==> src/rtl/sar_sense_ctrl.sv <==
module sar_sense_ctrl #(
  parameter int MEAS_P_CYC    = 25000,
  parameter int MEAS_T_CYC    = 10000,
  parameter int READ_WAIT_CYC = 5000,
  parameter int HALF_CYC      = 5,
  parameter int SETTLE_CYC    = 250
) (
  input  logic       clk,
  input  logic       rst_n,
  input  logic       start_i,
  input  logic       chan_i,
  input  logic       cmp_i,
  output logic       mode_p_o,
  output logic       mode_t_o,
  output logic       sck_o,
  output logic       sdo_o,
  output logic [7:0] code_o,
  output logic       busy_o,
  output logic       done_o
);
  localparam int M1   = (MEAS_P_CYC > MEAS_T_CYC) ? MEAS_P_CYC : MEAS_T_CYC;
  localparam int M2   = (M1 > READ_WAIT_CYC) ? M1 : READ_WAIT_CYC;
  localparam int M3   = (M2 > HALF_CYC) ? M2 : HALF_CYC;
  localparam int MAXC = (M3 > SETTLE_CYC) ? M3 : SETTLE_CYC;
  localparam int CW   = $clog2(MAXC + 1);

  typedef enum logic [2:0] {IDLE, MEAS, RWAIT, SHIFT, SETTLE, FIN} st_t;

  st_t         st_q;
  logic [CW-1:0] cnt_q;
  logic [2:0]  bit_q, trial_q;
  logic        hi_q, chan_q;
  logic [7:0]  acc_q, code_q, thr;
  logic        rd;

  assign thr      = acc_q | (8'h80 >> trial_q);
  assign rd       = (st_q == RWAIT) || (st_q == SHIFT) || (st_q == SETTLE);
  assign mode_p_o = rd || (st_q == MEAS && !chan_q);
  assign mode_t_o = rd || (st_q == MEAS && chan_q);
  assign sck_o    = (st_q == SHIFT) && hi_q;
  assign sdo_o    = (st_q == SHIFT) && thr[bit_q];
  assign busy_o   = (st_q != IDLE) && (st_q != FIN);
  assign done_o   = (st_q == FIN);
  assign code_o   = code_q;

  always_ff @(posedge clk) begin
    if (!rst_n) begin
      st_q    <= IDLE;
      cnt_q   <= '0;
      bit_q   <= 3'd7;
      trial_q <= 3'd0;
      hi_q    <= 1'b0;
      chan_q  <= 1'b0;
      acc_q   <= 8'd0;
      code_q  <= 8'd0;
    end else begin
      case (st_q)
        IDLE: if (start_i) begin
          st_q    <= MEAS;
          chan_q  <= chan_i;
          cnt_q   <= chan_i ? CW'(MEAS_T_CYC - 1) : CW'(MEAS_P_CYC - 1);
          acc_q   <= 8'd0;
          trial_q <= 3'd0;
        end
        MEAS: if (cnt_q == 0) begin
          st_q  <= RWAIT;
          cnt_q <= CW'(READ_WAIT_CYC - 1);
        end else cnt_q <= cnt_q - 1'b1;
        RWAIT: if (cnt_q == 0) begin
          st_q  <= SHIFT;
          cnt_q <= CW'(HALF_CYC - 1);
          bit_q <= 3'd7;
          hi_q  <= 1'b0;
        end else cnt_q <= cnt_q - 1'b1;
        SHIFT: if (cnt_q == 0) begin
          cnt_q <= CW'(HALF_CYC - 1);
          hi_q  <= !hi_q;
          if (hi_q) begin
            if (bit_q == 0) begin
              st_q  <= SETTLE;
              cnt_q <= CW'(SETTLE_CYC - 1);
            end else bit_q <= bit_q - 1'b1;
          end
        end else cnt_q <= cnt_q - 1'b1;
        SETTLE: if (cnt_q == 0) begin
          if (cmp_i) acc_q <= thr;
          if (trial_q == 3'd7) begin
            st_q   <= FIN;
            code_q <= cmp_i ? thr : acc_q;
          end else begin
            trial_q <= trial_q + 1'b1;
            st_q    <= SHIFT;
            bit_q   <= 3'd7;
            hi_q    <= 1'b0;
            cnt_q   <= CW'(HALF_CYC - 1);
          end
        end else cnt_q <= cnt_q - 1'b1;
        default: st_q <= IDLE;
      endcase
    end
  end
endmodule


==> config.mk <==
export PLATFORM = sky130hd
export DESIGN_NAME = sar_sense_ctrl
export DESIGN_NICKNAME = d
export VERILOG_FILES = /design/src/rtl/sar_sense_ctrl.sv
export SDC_FILE = /design/constraint.sdc
export NUM_CORES = 1
export LEC_CHECK = 0
export BUFFER_PORTS_ARGS = -buffer_cell sky130_fd_sc_hd__buf_2
export CORE_ASPECT_RATIO = 0.6
export CORE_MARGIN = 2
export CORE_UTILIZATION = 64
export DETAILED_ROUTE_END_ITERATION = 8
export PLACE_DENSITY = 0.82
export SYNTH_ARGS = -nofsm -noshare
export SYNTH_HDL_FRONTEND = slang
export SYNTH_SLANG_ARGS = --single-unit
export TNS_END_PERCENT = 50
==> constraint.sdc <==
create_clock -name clk -period 4 [get_ports clk]
set_input_delay 0.4 -clock clk [delete_from_list [all_inputs] [get_ports clk]]
set_output_delay 0.4 -clock clk [all_outputs]
set_load 0.1 [all_outputs]
# [Word level (Yosys, flattened, before mapping)]
# Cells that the tools add are included.
[classes] addsub=3 magnitude_cmp=1 n_eq_ne=17 n_shift=1 mux=41 bitwise_logic=1 n_reduce_logical=26
[op_table] op="two-way mux 15 bit" count=7
[op_table] op="case mux 15 bit (5 select lines)" count=1
[op_table] op="two-way mux 3 bit" count=17
[op_table] op="two-way mux 8 bit" count=5
[op_table] op="case mux 8 bit (2 select lines)" count=1
[op_table] op="logical NOT 15 bit" count=1
[op_table] op="case mux 3 bit (5 select lines)" count=1
[op_table] op="subtractor 15 x 1 -> 15 bit (second input constant)" count=1
[op_table] op="AND reduction 7 bit" count=2
[op_table] op="!= test 2 x 1 -> 1 bit (second input constant)" count=5
[op_table] op="== test 3 bit (second input constant)" count=3
[op_table] op="case mux 3 bit (3 select lines)" count=1
[op_table] op="AND reduction 3 bit" count=3
[op_table] op="!= test 2 bit (second input constant)" count=4
[op_table] op="OR 8 bit" count=1
[op_table] op="right shift 8 x 3 -> 8 bit (first input constant)" count=1
[op_table] op="== test 3 x 2 -> 1 bit (second input constant)" count=2
[op_table] op="logical NOT 3 bit" count=2
[op_table] op="!= test 3 bit (second input constant)" count=2
[op_table] op="case mux 3 bit (2 select lines)" count=1
[op_table] op="nonzero test 3 bit" count=2
[op_table] op="logical AND 1 bit" count=5
[op_table] op="two-way mux 1 bit" count=5
[op_table] op="AND reduction 5 bit" count=1
[op_table] op="other kinds (12)" count=16
[word_totals] register_bits=42 in_bits=5 output_inout_bits=14 elab_cells=98

# [Logic depth before layout (Yosys ltp)]
# Gate-level depths: netlist (run 1).
[logic_depth] word_depth=5 ltp_mapped=9 depth_no_buf=7

# [Least setup slack after synthesis (run 1)]
# No wires, ideal clock.
[synth_timing] path_kind="register to output" startpoint="register trial_q[1]" endpoint="output port sdo_o" t_arrival_ns=3.257 t_required_ns=3.600 setup_slack_ns=0.343 stages_incl_launch_ff=8 n_path_buf=1 cell_sequence="dfxtp_1 ha_1 ha_1 clkbuf_1 nor3_1 a211oi_1 a211oi_1 nor3_1"
[synth_between] elab_chain_cells=5
[synth_lines] element="from (decl)" line="31" text="logic [2:0] bit_q, trial_q;"
[synth_lines] element="from (signal assigned)" line="91" text="trial_q <= trial_q + 1'b1;"
[synth_lines] element="right shift 8 x 3 -> 8 bit" line="36" text="assign thr = acc_q | (8'h80 >> trial_q);"
[synth_lines] element="OR 8 bit" line="36"
[synth_lines] element="binary-select mux 1 bit (select 3 bit)" line="41" text="assign sdo_o = (st_q == SHIFT) && thr[bit_q];"
[synth_lines] element="two-way mux 1 bit (not written as such)" line="41"
[synth_lines] element="logical AND 1 bit" line="41"
[synth_lines] element="to (decl)" line="16" text="output logic sdo_o,"
# Every way passes these cells. The select of a mux whose other input is x is not followed.

# [Worst setup path in the final report (run 1)]
[layout_timing] startpoint="register st_q[2]" endpoint="output port mode_t_o"
[layout_between] elab_chain_cells=4 elab_cells_between_ends=8 classes_between="eq/ne: 4; reduce/logical: 4"
[layout_lines] element="from (decl)" line="29" text="st_t st_q;"
[layout_lines] element="from (signal assigned)" line="48" text="st_q <= IDLE;"
[layout_lines] element="from (signal assigned)" line="59" text="st_q <= MEAS;"
[layout_lines] element="from (signal assigned)" line="66" text="st_q <= RWAIT;"
[layout_lines] element="== test 3 x 2 -> 1 bit" line="37" text="assign rd = (st_q == RWAIT) || (st_q == SHIFT) || (st_q == SETTLE);"
[layout_lines] element="logical OR 1 bit (2 in a row)" line="37"
[layout_lines] element="logical OR 1 bit *" line="39" text="assign mode_t_o = rd || (st_q == MEAS && chan_q);"
[layout_lines] element="to (decl)" line="14" text="output logic mode_t_o,"
# Mark *: on every way between the ends. The rest lies on a longest branch, timed or not.

==> flow_summary.yaml, run 1 <==
pwr:
  power_w: 0.00185
  power.ir.vdd_worst_mv: 0.464
  leakagePower_nw: 1.07
  power_density_mw_per_mm2: 665
cells_and_area:
  layout.filler_cells: 311
  finalNonFillerCells: 378
  fin_nets: 346
  multiInputGateArea_sq_mm: 0.00163
  most_frequent_cells_in_the_layout: "dfxtp_1 (42), nor2_1 (34), a21oi_1 (27)"
  layout.area.seq_sq_um: 841
  insertedDiodeCount: 0
  areaGrowthSynthToFinish_pct: 6.21
  post-route-cell-area_sq_mm: 0.00278
  drive_gt1_share_pct: 11.8
  layout.cells.most_common: "dfxtp_1"
detailed_routing:
  detail_route.vias_per_cell: 6.99
  wl_mm: 6.99
  drc: 0
  first_pass_iters: 5
  dr_total_vias: 2643
  detailedRoute.firstIterationViolations: 457
  ant_nets: 0
  detail_route.wl_per_cell_microns: 18.5
placement:
  dpl_cell_area_sq_mm: 0.00267
  dp.cells: 371
  gp_routability_congestion: 0.971
  hpwl_mm: 4.99
  io_port_bufs: 18
job:
  cap_viol_max_count: 0
clocking:
  cts_post_setup_buffers_inserted: 0
  worstSkewPairLatency_ps: 300
  cts.clk_slew.worst_paths_ps: 80
  clock-sinks: 42
  cts_buffers: 5
  clk_path_buf_depth: 2
  clock_tree.root_cell: "clkbuf_8"
  cts_max_level: 2
  cells_resized_by_post_cts_repair: 0
  clock_tree_from_tritoncts: "yes"
  cts-hold-fix-buffers: 0
grt:
  antenna_found_initial: 0
  first_pass_grt_wire_length_mm: 11.3
  first_global_vias: 2218
  pin_count_of_the_biggest_net_entering_global_routing: 23
  track_usage_pct: 31.7
  gr-total-overflow: 0
yosys:
  ys_warn_count: 0
  syn_inst: 329
  netlist_top_cells_area: "dfxtp_1 (32%), a21oi_1 (5.2%), nor2_1 (4.9%)"
  most_common_flop_cell_mapped_by_yosys: "dfxtp_1"
  syn_area_sq_mm: 0.00262
  synth_area_per_cell_sq_um: 7.96
  synth_enable_flop_cells: 0
  share_of_the_synthesized_area_in_the_top_cell_type_pct: 32.1
  ys_seq_elements: 42
  yosys.area.top_type: "dfxtp_1"
  synthDistinctLibCells: 64
  asyncSetResetFlopFracSynth_pct: 0
  synth_sequential_area_ratio_pct: 32.1
  synth_fp_nets: 344
worst_setup_path:
  critical_path.endpoint_type: "output pin"
  setup.worst_path.start_class: "flip-flop"
  critical_path_peak_fanout: 22
  worstSetupPathType: "flip-flop to output pin"
  crit_required_ps: 3600
  timing.critical_path.arrival_ps: 2260
sta:
  timing_worst_slew_pin_value_ps: 750
  fin_hold_ws_ps: 462
  skew_ps: 9.48
  setup_violations: 0
  timing.final.crit_share_pct: 66.4
  final.setup.tns_ps: 0
  hold_viol: 0
  timing.fmax_mhz: 377
  timing_max_transition_violations_final: 0
  timing.final.crit_period_ps: 2660
  setup_repair_after_global_routing_missed_its_margin: "no"
  timing.max_slew.rel_slack_pct: 49.9
floorplan:
  die_area_sq_mm: 0.00464
  die_width_microns: 86.6
  initial_core_util_pct: 69.2
  num_rows: 17
  die_height_microns: 53.6
  core_area_sq_mm: 0.00379
  design.portCount: 19
worst_hold_path:
  hold_path_class: "primary input to flip-flop"
outcome:
  outcome: "finished, final reports clean"
==> metal layers <==
layer / routed length [microns] / vias up / track usage [%]
met5: 0 / - / 0
met2: 2600 / 180 / 38.3
met4: 58 / 0 / 6.51
li1: - / 1233 / -
met3: 903 / 13 / 7.82
met1: 3430 / 1217 / 53.4
==> registers in the layout, summed over array words and instances (netlist names) <==
name     cells
hi_q         1
code_o       8
bit_q        3
cnt_q       15
st_q         3
chan_q       1
acc_q        8
trial_q      3
==> metrics by stage <==
step / utilization (%) / setup slack [ps]
floorplan: - / 343
finish: 73.5 / 1340
global placement: 70.5 / 1490
detailed placement: 70.5 / 1460
CTS: 73.5 / 1380
global route: 73.5 / 1190
==> Yosys cell counts (2+ instances only) <==
library cell   n
a221o_1        2
and2_1         3
buf_1          2
inv_1         12
nor3_1        21
buf_4          2
dfxtp_1       42
nand3b_1       3
mux2_2         2
or4_1          2
nand3_1       10
a31oi_1       11
o31a_1         2
mux2i_1        3
a41oi_1        2
o22ai_1        5
a21oi_1       27
nor2b_1        4
nand2_1       23
nand2b_1       2
o211ai_1       2
ha_1          10
and3_1         2
o221a_2        2
clkbuf_1      15
a211oi_1      14
o31ai_1        3
a211o_1        4
nor4_1         3
or3_1          5
o21ai_0       17
o21a_1         3
buf_2          3
a32o_1         2
nor3b_1        2
nor2_1        34
==> worst max-delay path, stage by stage (launching register included) <==
cell and delay [ps]:
dfxtp_1 760, or3b_1 580, o21ai_0 160, buf_2 460
==> cells by family after synthesis <==
kind of cell | share of synthesized area, %
AO/OA/AOI/OAI | 28.2
XOR/XNOR | 0.335
adder cells (fa/ha/maj) | 5.16
buffers and inverters | 5.49
flip-flops | 32.1
multiplexers | 2.01
AND/OR/NAND/NOR | 26.7
==> layout make-up <==
type                            instances  share of cell area (%)
Timing Repair Buffer                   18                    3.24
Multi-Input combinational cell        252                    58.7
Sequential cell                        42                    30.2
Inverter                               12                    1.62
Clock inverter                          1                    1.08
Tap cell                               47                    2.11
Clock buffer                            6                    2.97
==> power breakdown <==
group	internal, W	switching [W]
Combinational	0.000290	0.000605
Clock	0.000200	0.000143
Sequential	0.000481	0.000130
==> worst paths after layout <==
| path | startpoint | to | slack [ps] | cells past startpoint |
|---|---|---|---|---|
| setup / recovery | st_q[2] | mode_t_o | 1340 | 3 |
| hold / removal | chan_i | chan_q | 460 | 3 |
| setup reg to reg | st_q[2] | cnt_q[8] | 1370 | 5 |
| hold reg to reg | code_o[3] | code_o[3] | 500 | 2 |
No activity file was read; power rests on OpenSTA's default activity.
==> run 2, diff against run 1 <==
CORE_UTILIZATION = 54   (was 64)
PLACE_DENSITY = 0.73   (was 0.82)
clock period = 2.15 ns   (was 4 ns; I/O delays follow)
==> flow_summary.yaml, run 2 (synthesis results as in run 1) <==
clocking:
  clock_tree.root_cell: "clkbuf_8"
  worstSkewPairLatency_ps: 300
  clk_path_buf_depth: 2
  cts_max_level: 2
  clock-sinks: 42
  clock_tree_from_tritoncts: "yes"
  cts_buffers: 5
  cts.clk_slew.worst_paths_ps: 80
detailed_routing:
  dr_total_vias: 2786
  wl_mm: 7.78
  detailedRoute.firstIterationViolations: 273
  ant_nets: 0
  detail_route.wl_per_cell_microns: 17.8
  first_pass_iters: 7
  detail_route.vias_per_cell: 6.38
  drc: 0
outcome:
  violations: "negative setup slack"
  outcome: "complete, but fails checks"
worst_setup_path:
  register_to_register_path_setup_slack_ps: 30
  setup.worst_path.start_class: "flip-flop"
  critical_path.endpoint_type: "output pin"
  critical_register_to_register_path_endpoint: "cnt_q[3]"
  r2r.worst_path.cells: 8
  worstSetupPathType: "flip-flop to output pin"
  regToRegStartpoint: "cnt_q[1]"
  crit_required_ps: 1930
  critical_path_peak_fanout: 3
  timing.critical_path.arrival_ps: 2080
floorplan:
  num_rows: 19
  core_area_sq_mm: 0.00461
  initial_core_util_pct: 56.8
  die_height_microns: 57.9
  die_width_microns: 93.9
  die_area_sq_mm: 0.00544
  design.portCount: 19
pwr:
  power.share.combinational_pct: 57.3
  power.ir.vdd_worst_mv: 1.06
  switching_part_of_the_total_power_pct: 46.0
  p_int_w: 0.00205
  leakagePower_nw: 1.31
  sequentialPowerShare_pct: 28.2
  clock_power_share_pct: 14.5
  power_density_mw_per_mm2: 1160
  net_switching_power_w: 0.00175
cells_and_area:
  max_flop_register: "cnt_q"
  insertedDiodeCount: 0
  layout.cells.most_common: "buf_4"
  largest_register_ff_count: 15
  most_frequent_cells_in_the_layout: "buf_4 (41), dfxtp_1 (40), nor2_1 (31)"
  post-route-cell-area_sq_mm: 0.00328
  final_core_utilization_pct: 71.1
  drive_gt1_share_pct: 26.7
  fin_nets: 388
  multiInputGateArea_sq_mm: 0.00172
  areaGrowthSynthToFinish_pct: 25.3
  layout.filler_cells: 390
  layout.area.seq_sq_um: 848
placement:
  hpwl_mm: 5.75
  gp_routability_congestion: 0.985
  io_port_bufs: 18
  dpl_cell_area_sq_mm: 0.00308
sta:
  timing.fmax_mhz: 436
  setup_violations: 1
  fin_ws_ps: -144
  timing.final.crit_share_pct: 107
  skew_ps: 2.73
  fin_hold_ws_ps: 264
  timing.max_slew.rel_slack_pct: 67.4
  setup_repair_after_global_routing_missed_its_margin: "yes"
  hold_viol: 0
  final.setup.tns_ps: -144
  timing_worst_slew_pin_value_ps: 492
  timing_max_transition_violations_final: 0
  timing.final.crit_period_ps: 2290
grt:
  gr-total-overflow: 0
  pin_count_of_the_biggest_net_entering_global_routing: 22
  track_usage_pct: 30.4
  antenna_found_initial: 0
  first_global_vias: 2481
  first_pass_grt_wire_length_mm: 12.8
worst_hold_path:
  min-delay-start: "chan_i"
  hold-path-endpoint: "chan_q"
  whs_path_depth: 3
  hold_path_class: "primary input to flip-flop"
job:
  cap_viol_max_count: 0
[run 2: changes by cell type in the layout (fill, tap and decap cells not counted), moves of 3 or more]
| cell | previous run | this run |
|---|---|---|
| buf_4 | 0 | 41 |
| buf_12 | 0 | 5 |
| buf_2 | 18 | 13 |
| nor2_1 | 34 | 31 |
[run 2: layout make-up]
type                    instances  area share [%]
clock buffers                   6            2.52
clock inverters                 2           0.381
inverters                      12            1.53
multi-input cells             252            52.6
flip-flops and latches         42            25.9
well taps                      63            2.40
repair buffers                 60            14.8
[run 2: critical path, stage by stage, from the launching register on]
cell	delay, ps
dfxtp_4	380
inv_4	50
ha_4	150
mux2_4	270
a221o_1	330
a211oi_2	230
buf_4	150
nor3_4	40
buf_12	170
[run 2: worst max path at each step]
| stage | from | end | slack, ps | depth (start not counted) |
|---|---|---|---|---|
| detailed placement | trial_q[0] | sdo_o | -9 | 8 |
| global placement | cnt_q[0] | cnt_q[3] | 40 | 7 |
| finish | trial_q[1] | sdo_o | -140 | 8 |
| floorplan | st_q[0] | mode_p_o | -370 | 4 |
| CTS | trial_q[1] | sdo_o | -100 | 8 |
| global route | trial_q[1] | sdo_o | -190 | 8 |
[run 2: routing by layer]
layer	share of wire, %	global-route usage [%]	vias to the layer above
met5	0	0	-
met4	1.5	6.83	0
met3	14	10.9	18
met2	38	40.1	178
met1	46	46.8	1274
li1	-	-	1316
[run 2: power groups by stage]
| stage | logic, W | registers [W] | clock network (W) |
|---|---|---|---|
| after floorplan | 0.00141 | 0.00103 | 0 |
| after global placement | 0.00207 | 0.00108 | 0 |
| after detailed placement | 0.00210 | 0.00108 | 0 |
| after CTS | 0.00212 | 0.00106 | 0.000560 |
| after global routing | 0.00233 | 0.00109 | 0.000597 |
| final | 0.00218 | 0.00107 | 0.000552 |
[run 2: timing repair]
item / 4_1_cts / 5_1_grt
hold buffers: 0 / 0
endpoints found under the setup margin: 1 / 26
pin swaps: 3 / 4
gates resized for setup: 17 / 10
setup buffers: 1 / 1
hold endpoints to repair: 0 / 0
[run 2: per-stage QoR]
stage          std cells  power, W  setup WS (ps)
2_1_floorplan        329   0.00244           -369
3_3_place_gp         427   0.00315           44.9
3_5_place_dp         427   0.00318          -8.82
4_1_cts              436   0.00375           -103
5_1_grt              437   0.00402           -193
6_report             437   0.00380           -144
==> run 3, diff against run 2 <==
SETUP_SLACK_MARGIN = 0.2   (was not set)
SLEW_MARGIN = 25   (was not set)
clock period = 1.95 ns   (was 2.15 ns; I/O delays follow)
==> flow_summary.yaml, run 3 (synthesis results as in run 1) <==
outcome:
  outcome: "complete, but fails checks"
  violations: "negative setup slack"
cells_and_area:
  largest_register_ff_count: 15
  most_frequent_cells_in_the_layout: "buf_4 (59), dfxtp_1 (35), buf_6 (21)"
  fin_nets: 429
  post-route-cell-area_sq_mm: 0.00421
  multiInputGateArea_sq_mm: 0.00222
  areaGrowthSynthToFinish_pct: 60.6
  layout.cells.most_common: "buf_4"
  insertedDiodeCount: 0
  drive_gt1_share_pct: 53.3
  layout.area.seq_sq_um: 852
  max_flop_register: "cnt_q"
  layout.filler_cells: 169
worst_setup_path:
  max_stage_delay_ps: 380
  critical_path_peak_fanout: 3
  worstSetupPathType: "flip-flop to output pin"
  timing.critical_path.arrival_ps: 2090
  critical_path.endpoint_type: "output pin"
  slowest_stage: "dfxtp_4"
  setup.worst_path.start_class: "flip-flop"
  r2r.worst_path.cells: 9
  crit_required_ps: 1750
  crit_chain: "buf_4 > ha_4 > ha_1 > nor3_1 > nor3_2 > nor3b_2 > nor3_4 > buf_12"
sta:
  timing_worst_slew_pin_value_ps: 685
  hold_viol: 0
  fin_hold_ws_ps: 260
  setup_violations: 38
  timing.final.crit_share_pct: 117
  fin_ws_ps: -334
  timing.max_slew.rel_slack_pct: 54.2
  skew_ps: 8.06
  timing.fmax_mhz: 438
  timing.final.crit_period_ps: 2280
  setup_repair_after_global_routing_missed_its_margin: "yes"
  timing_max_transition_violations_final: 0
  final.setup.tns_ps: -3240
pwr:
  leakagePower_nw: 1.64
  power_w: 0.00568
  power_density_mw_per_mm2: 1350
  power.ir.vdd_worst_mv: 1.18
worst_hold_path:
  whs_path_depth: 3
  hold_path_class: "primary input to flip-flop"
clocking:
  cts_max_level: 2
  cts.clk_slew.worst_paths_ps: 90
  clock-sinks: 42
  worstSkewPairLatency_ps: 320
  clk_path_buf_depth: 2
  clock_tree_from_tritoncts: "yes"
  cts_buffers: 5
  clock_tree.root_cell: "clkbuf_8"
detailed_routing:
  dr_total_vias: 3572
  wl_mm: 12.7
  detail_route.vias_per_cell: 7.47
  detailedRoute.firstIterationViolations: 713
  ant_nets: 0
  first_pass_iters: 6
  detail_route.wl_per_cell_microns: 26.7
  drc: 0
floorplan:
  initial_core_util_pct: 56.8
  num_rows: 19
  die_height_microns: 57.9
  die_area_sq_mm: 0.00544
  die_width_microns: 93.9
  design.portCount: 19
  core_area_sq_mm: 0.00461
placement:
  gp_routability_congestion: 0.929
  hpwl_mm: 5.91
  dpl_cell_area_sq_mm: 0.00336
  io_port_bufs: 18
  pre_cts_slack_ps: -141
grt:
  antenna_found_initial: 0
  gr-total-overflow: 0
  first_global_vias: 3004
  track_usage_pct: 37.4
  first_pass_grt_wire_length_mm: 15.6
  pin_count_of_the_biggest_net_entering_global_routing: 22
job:
  cap_viol_max_count: 0
run 3: cell count changes in the layout (fill, tap and decap cells not counted), sizes merged:
cell	delta
clkinvlp	+1
buf	+40
clkinv	-1
inv	+1
run 3: through the flow:
| step | instances | util (%) |
|---|---|---|
| 6_report | 478 | 91.2 |
| 5_1_grt | 478 | 91.2 |
| 4_1_cts | 465 | 82.4 |
| 3_5_place_dp | 448 | 72.9 |
| 3_3_place_gp | 448 | 72.9 |
| 2_1_floorplan | 329 | - |
run 3: where the power goes:
group,internal (W),switching (W)
combinational,0.00161,0.00225
clock,0.000257,0.000381
sequential,0.000993,0.000198
total,0.00286,0.00283
run 3: worst paths after layout:
| path | startpoint | end | slack [ps] |
|---|---|---|---|
| setup reg to reg | cnt_q[0] | st_q[0] | -220 |
| hold reg to reg | code_o[4] | code_o[4] | 510 |
| setup / recovery | trial_q[0] | sdo_o | -330 |
| hold / removal | chan_i | chan_q | 260 |
run 3: layout make-up:
cell class / instances / share of cell area, %
sequential: 42 / 20.3
inverter: 12 / 1.13
tap: 63 / 1.87
clock buffer: 5 / 1.64
timing repair buffer: 101 / 21.9
clock inverter: 3 / 0.565
multi-input combinational: 252 / 52.7
run 3: worst max-delay path: cells and delay by family, from the launching register on:
family | cells | cell delay (ps)
adder cells (fa/ha/maj) | 2 | 380
buffers and inverters | 2 | 310
flip-flops | 1 | 380
AND/OR/NAND/NOR | 4 | 690
run 3: metal layers:
layer / wire (microns) / GRT usage (%)
met1: 4560 / 52.5
met4: 1040 / 14.7
met3: 2050 / 15.0
met5: 0 / 0
met2: 5100 / 51.5
run 3: repair_timing:
action,in CTS,in global routing
endpoints found under the hold margin,0,0
gates cloned,0,1
hold buffers,0,0
endpoints found under the setup margin,45,47
pin swaps,25,30
buffers inserted,9,12
gates resized for setup,68,72
